## src/rtl/clkmod_pkg.sv

```systemverilog
// Package: shared widths and helpers for the clock-modulation gate.
// Assumes the frame length is a power of two set by the level field width.
package clkmod_pkg;

    // Return the smaller of two active counts (stricter request).
    function automatic logic [7:0] min_cnt(input logic [7:0] a, input logic [7:0] b);
        return (a < b) ? a : b;
    endfunction

    // Raise a count to a floor value.
    function automatic logic [7:0] floor_cnt(input logic [7:0] a, input logic [7:0] fl);
        return (a < fl) ? fl : a;
    endfunction

endpackage

```

## src/rtl/clkmod_frame_ctr.sv

```systemverilog
// Module: free-running frame phase counter.
// Counts 0..FRAME-1 and wraps. Phase 0 is the first cycle after reset
// release. last_o marks the final slot of a frame.
module clkmod_frame_ctr #(
    parameter int LEVEL_W = 3
) (
    input  logic               clk,
    input  logic               rst_n,
    output logic [LEVEL_W-1:0] phase_o,
    output logic               last_o
);
    localparam logic [LEVEL_W-1:0] LAST_PHASE = '1;

    logic [LEVEL_W-1:0] phase_q;

    // Advance the phase every cycle; wraps naturally at 2**LEVEL_W.
    always_ff @(posedge clk) begin
        if (!rst_n) phase_q <= '0;
        else        phase_q <= phase_q + 1'b1;
    end

    assign phase_o = phase_q;
    assign last_o  = (phase_q == LAST_PHASE);
endmodule

```

## src/rtl/clkmod_req_arb.sv

```systemverilog
// Module: turns the software and thermal requests into one active count.
// A source that requests nothing yields FRAME (no idle cycles). Each
// request is raised to the floor, and the smaller count wins.
module clkmod_req_arb #(
    parameter int LEVEL_W         = 3,
    parameter int MIN_ACTIVE_CODE = 4,
    parameter int THERMAL_CODE    = 4
) (
    input  logic               sw_en_i,
    input  logic [LEVEL_W-1:0] sw_level_i,
    input  logic               thermal_req_i,
    output logic [LEVEL_W:0]   next_active_o
);
    import clkmod_pkg::*;

    localparam int CNT_W = LEVEL_W + 1;
    localparam int FRAME = 1 << LEVEL_W;
    localparam logic [CNT_W-1:0] FRAME_CNT = CNT_W'(FRAME);
    localparam logic [CNT_W-1:0] FLOOR_CNT = CNT_W'(MIN_ACTIVE_CODE);
    localparam logic [CNT_W-1:0] THERM_CNT = CNT_W'(THERMAL_CODE);

    logic [CNT_W-1:0] sw_raw, th_raw, sw_cnt, th_cnt;

    // Software source: reserved code 0 or clear enable means no request.
    always_comb begin
        if (sw_en_i && (sw_level_i != '0)) sw_raw = {1'b0, sw_level_i};
        else                               sw_raw = FRAME_CNT;
    end

    // Thermal source: fixed level while requested.
    always_comb begin
        th_raw = thermal_req_i ? THERM_CNT : FRAME_CNT;
    end

    // Floor stage: only built when the floor can actually bind.
    generate
        if (MIN_ACTIVE_CODE > 1) begin : g_floor
            always_comb begin
                sw_cnt = CNT_W'(floor_cnt(8'(sw_raw), 8'(FLOOR_CNT)));
                th_cnt = CNT_W'(floor_cnt(8'(th_raw), 8'(FLOOR_CNT)));
            end
        end else begin : g_nofloor
            always_comb begin
                sw_cnt = sw_raw;
                th_cnt = th_raw;
            end
        end
    endgenerate

    // Arbitration: fewer active cycles wins.
    always_comb begin
        next_active_o = CNT_W'(min_cnt(8'(sw_cnt), 8'(th_cnt)));
    end
endmodule

```

## src/rtl/clkmod_slot_gate.sv

```systemverilog
// Module: holds the active count in force and gates the core enable.
// The count is loaded only on the edge that ends the last slot, so
// a frame never mixes two levels. Slots at phase >= count are idle.
module clkmod_slot_gate #(
    parameter int LEVEL_W = 3
) (
    input  logic               clk,
    input  logic               rst_n,
    input  logic               last_i,
    input  logic [LEVEL_W-1:0] phase_i,
    input  logic [LEVEL_W:0]   next_active_i,
    input  logic               core_en_i,
    output logic               core_en_o,
    output logic               idle_o,
    output logic               mod_active_o
);
    localparam int CNT_W = LEVEL_W + 1;
    localparam logic [CNT_W-1:0] FRAME_CNT = CNT_W'(1 << LEVEL_W);

    logic [CNT_W-1:0] cur_active_q;

    // Latch the arbitrated count at each frame boundary.
    always_ff @(posedge clk) begin
        if (!rst_n)      cur_active_q <= FRAME_CNT;
        else if (last_i) cur_active_q <= next_active_i;
    end

    // Decode the slot: idle once the active budget is spent.
    always_comb begin
        idle_o       = ({1'b0, phase_i} >= cur_active_q);
        core_en_o    = core_en_i & ~idle_o;
        mod_active_o = (cur_active_q != FRAME_CNT);
    end
endmodule

```

## src/rtl/clkmod_gate.sv

```systemverilog
// Module: top of the clock-modulation duty-cycle gate.
// Forces part of each eight-slot frame idle per the stricter of the
// software and thermal requests. The clock is never stopped here; only
// the enable is masked. Parameters: level field width, floor, thermal level.
module clkmod_gate #(
    parameter int LEVEL_W         = 3,
    parameter int MIN_ACTIVE_CODE = 4,
    parameter int THERMAL_CODE    = 4
) (
    input  logic               clk,
    input  logic               rst_n,
    input  logic               core_en_i,
    input  logic               sw_en_i,
    input  logic [LEVEL_W-1:0] sw_level_i,
    input  logic               thermal_req_i,
    output logic               core_en_o,
    output logic               idle_force_o,
    output logic               mod_active_o
);
    logic [LEVEL_W-1:0] phase;
    logic               last;
    logic [LEVEL_W:0]   next_active;

    clkmod_frame_ctr #(.LEVEL_W(LEVEL_W)) u_ctr (
        .clk     (clk),
        .rst_n   (rst_n),
        .phase_o (phase),
        .last_o  (last)
    );

    clkmod_req_arb #(
        .LEVEL_W         (LEVEL_W),
        .MIN_ACTIVE_CODE (MIN_ACTIVE_CODE),
        .THERMAL_CODE    (THERMAL_CODE)
    ) u_arb (
        .sw_en_i       (sw_en_i),
        .sw_level_i    (sw_level_i),
        .thermal_req_i (thermal_req_i),
        .next_active_o (next_active)
    );

    clkmod_slot_gate #(.LEVEL_W(LEVEL_W)) u_gate (
        .clk           (clk),
        .rst_n         (rst_n),
        .last_i        (last),
        .phase_i       (phase),
        .next_active_i (next_active),
        .core_en_i     (core_en_i),
        .core_en_o     (core_en_o),
        .idle_o        (idle_force_o),
        .mod_active_o  (mod_active_o)
    );
endmodule

```

## config.mk

```make
export PLATFORM = sky130hd
export DESIGN_NAME = clkmod_gate
export DESIGN_NICKNAME = d
export VERILOG_FILES = /design/src/rtl/clkmod_pkg.sv /design/src/rtl/clkmod_frame_ctr.sv /design/src/rtl/clkmod_req_arb.sv /design/src/rtl/clkmod_slot_gate.sv /design/src/rtl/clkmod_gate.sv
export SDC_FILE = /design/constraint.sdc
export NUM_CORES = 1
export LEC_CHECK = 0
export BUFFER_PORTS_ARGS = -buffer_cell sky130_fd_sc_hd__buf_2
export CAP_MARGIN = 40
export CORE_AREA = 2 2 39 41
export DETAILED_ROUTE_END_ITERATION = 6
export DIE_AREA = 0 0 41 43
export GPL_TIMING_DRIVEN = 0
export PLACE_DENSITY_LB_ADDON = 0.25
export RECOVER_POWER = 50
export SLEW_MARGIN = 10
export SYNTH_ARGS = -nofsm -noshare
export SYNTH_HDL_FRONTEND = slang
export SYNTH_SLANG_ARGS = --single-unit
```

## constraint.sdc

```tcl
create_clock -name clk -period 1.55 [get_ports clk]
set_input_delay 0 -clock clk [delete_from_list [all_inputs] [get_ports clk]]
set_output_delay 0 -clock clk [all_outputs]
set_load 0.01 [all_outputs]
```

; Yosys cells after proc, flatten, opt, wreduce, memory -nomap -nowiden
; Cells that the tools add are included.
[totals]
regBits = 7
latchBits = 0
ram_bits = 0
rom_bits = 0
in_bits = 8
out_inout_bits = 3
wordCells = 18
n_memories = 0
[op_classes]
add_sub_neg = 1
mul = 0
div = 0
magnitude_cmp = 4
n_eq_ne = 2
shifts = 0
n_mux = 5
bitwise_logic = 2
reduce_logical = 2
[ops]
columns = operator, n
row1 = two-way mux 4 bit, 5
row2 = less-than comparator 4 x 3 -> 1 bit (second input constant), 2
row3 = >= comparator 3 x 4 -> 1 bit, 1
row4 = less-than comparator 4 bit, 1
row5 = inequality test 4 bit (second input constant), 1
row6 = adder 3 x 1 -> 3 bit (second input constant), 1
row7 = == test 3 bit (second input constant), 1
row8 = nonzero test 3 bit, 1
row9 = bitwise AND 1 bit, 1
row10 = logical AND 1 bit, 1
row11 = NOT 1 bit, 1

; Logic depth before layout (Yosys ltp)
[depth]
depth_word = 7
depth_mapped = 5
mapped_depth_nobuf = 5

; By module
; Synthesis repeated with hierarchy kept, for this count alone.
[unflattened]
hier_cells = 40
area_unflattened_um2 = 407.9
[by_module_without_submodules]
columns = mod, n_inst, cells_each, area_each_um2
row1 = clkmod_slot_gate, 1, 26, 249.0
row2 = clkmod_frame_ctr, 1, 8, 111.4
row3 = clkmod_req_arb, 1, 6, 47.5

; Worst setup path before layout
; No wires, ideal clock.
[synth_path]
path_kind = register to output
start = register u_ctr.phase_q[0], in the netlist u_ctr.phase_o[0]
end = output core_en_o
arrival_time_ps = 1200
slack_ps = 350
path_stages_with_launch = 6
cell_sequence = dfxtp_1 > inv_1 > ha_1 > nand2b_4 > a211oi_2 > o31a_1
[synth_via]
elab_chain_cells = 3
[synth_rtl]
columns = element, line_no
row1 = from (decl), clkmod_frame_ctr.sv:14  ; logic [LEVEL_W-1:0] phase_q;
row2 = from (signal assigned), clkmod_frame_ctr.sv:19  ; else phase_q <= phase_q + 1'b1;
row3 = >= comparator 3 x 4 -> 1 bit, clkmod_slot_gate.sv:30  ; idle_o = ({1'b0, phase_i} >= cur_active_q);
row4 = NOT 1 bit, clkmod_slot_gate.sv:31  ; core_en_o = core_en_i & ~idle_o;
row5 = bitwise AND 1 bit, clkmod_slot_gate.sv:31
row6 = to (decl), clkmod_gate.sv:16  ; output logic core_en_o,
; No other way between the ends.

; Final worst setup path
; Same ends and word-level chain as after synthesis.

==> results.cfg <==
[clocking]
numCtsBuffers = 3
cts_tree = yes
cts_sinks = 7
cts_max_path_buffers = 2
clk_latency_ps = 250
root_buffer = clkbuf_4
h-tree-depth = 1
clk_pin_slew_ps = 50

[sta]
period_needed_ps = 1480
max_freq_mhz = 676
setup_viol = 0
finalSetupTns_ps = 0
drv_slew = 0
fin_skew_ps = 1.70
hold_viol_final = 0
min_period_over_period_pct = 95.4
rsz0062_at_grt = false
worstMarginPinSlew_ps = 257
relSlewSlack_pct = 82.8

[synth]
synth_warnings = 0
synthCells = 36
synth_seq_area_share_pct = 39.0
synth-seq-cells = 7
avgSynthCellArea_sq_um = 9.97
syn-num-nets = 49
netlist_area_sq_um = 359
synth_cell_type_count = 15

[critical_path]
end_kind = output port
worstSetupStartpointType = flip-flop
crit_fanout = 2
worstPathArrival_ps = 1480
worst_ep_required_time_ps = 1550
critical_path_class = reg -> out

[drt]
first_iter_violations = 2
first_pass_iters = 2
drt.antenna.violating_nets = 0
wire_per_inst_um = 9.50
wirelength_um = 665
vias_per_cell = 4.20
via_count = 294
wl_met2_um = 288
remaining_drc_errors = 0
met3WireLength_um = 40
highest_layer = met3
drt-met1-wl_um = 336

[global_route]
antenna_found_initial = 0
track_usage_pct = 8.64
grt_max_degree = 8
grt_overflow = 0
first_global_vias = 243
grt_pass1_wl_um = 959

[layout]
nNetsFinal = 68
utilization_pct = 36.3
area_growth_pct = 40.1
final_cells = 70
diodes = 0
final_common_cell = buf_2
drive_gt1_share_pct = 33.3
final_cell_mix = 9 x buf_2, 5 x dfxtp_1, 4 x ha_1

[floorplanning]
die-width_um = 41
io_pins = 11
core-area_sq_um = 1380
start_util_pct = 25.9
rows = 14
die-area_sq_um = 1760
die_y_um = 43

[min_path]
min_path_type = in -> reg

[power_and_ir_drop]
power_leakage_uw = 0.000236
powerDensity_nw_per_um2 = 809
ir_drop_v = 0.000434

[status]
status = finished clean

[placement]
dp.cells = 62
numPortBuffers = 10
gp_congestion = 0.671
dp_hpwl_um = 514

[flow_run]
maxCapViolations = 0
[kinds of logic (layout without fill, tap and decap cells)]
logic type	Yosys count	after routing	share of synthesized area, %
buffers and inverters	3	21	3.14
adder cells (fa/ha/maj)	5	5	17.4
flip-flops	7	7	39.0
AND/OR/NAND/NOR	15	15	24.7
AO/OA/AOI/OAI	6	6	15.7
[power breakdown]
| group | internal (uW) | switching [uW] |
|---|---|---|
| logic | 30.0 | 22.8 |
| clock network | 98.0 | 64.2 |
| registers | 188 | 4.42 |
| total | 316 | 91.4 |
[synthesized netlist by cell type]
cell      count  share of area, %
nor3_1        1               1.4
and2_1        2               3.5
nor2_1        3               3.1
ha_1          5                17
o31a_1        1               2.4
inv_1         3               3.1
nor2b_1       2               3.5
nand2b_4      1               3.8
nand2b_1      3               5.2
a211oi_2      1               3.5
a22o_1        2               4.9
dfxtp_1       7                39
nand3_1       3               4.2
o31ai_1       1               2.1
o211a_1       1               2.8
[layer usage]
metal  global-route usage (%)  up-vias
met3                     6.28        0
met5                        0        -
met4                     4.00        0
met2                     10.9        8
met1                     10.6      122
li1                         -      164
[repair_timing]
item                       CTS  global route
pin swaps                    2             3
hold buffers                 3             0
setup buffers                1             0
hold endpoints to repair     3             0
setup endpoints to repair    2             1
gates resized for setup      1             3
[flip-flops by register name, indices dropped and copies added (netlist names)]
name	cells
u_ctr.phase_o	3
u_gate.cur_active_q	4
[per-stage QoR]
step / hold slack, ps / setup slack [ps] / cell area, sq um / total power [uW]
global route: 121 / 18.8 / 503 / 435
finish: 108 / 71.1 / 503 / 407
floorplan: 71.8 / 350 / 359 / 221
global placement: 231 / 204 / 429 / 238
detailed placement: 232 / 195 / 429 / 239
CTS: 97.1 / 18.8 / 494 / 416
[critical path, stage by stage, from the launching register on]
cell and delay (ps):
dfxtp_2 330, inv_2 40, ha_4 200, nand2b_4 130, a211oi_2 240, o31a_1 160, buf_2 130
[area by class of cell]
class	instances	area, sq um
clock buffer	4	26.3
fill	148	881
inverter	3	11.3
multi-input combinational	26	220
sequential	7	143
tap	16	20.0
timing repair buffer	14	82.6
[worst paths after layout]
check / depth (start not counted) / from / slack, ps / endpoint
setup / recovery: 6 / u_ctr.phase_o[0] / 70 / core_en_o
hold / removal: 4 / sw_en_i / 110 / u_gate.cur_active_q[3]
setup reg to reg: 6 / u_ctr.phase_o[0] / 280 / u_gate.cur_active_q[2]
hold reg to reg: 1 / u_gate.cur_active_q[2] / 480 / u_gate.cur_active_q[2]
(Power assumes the default switching activity.)
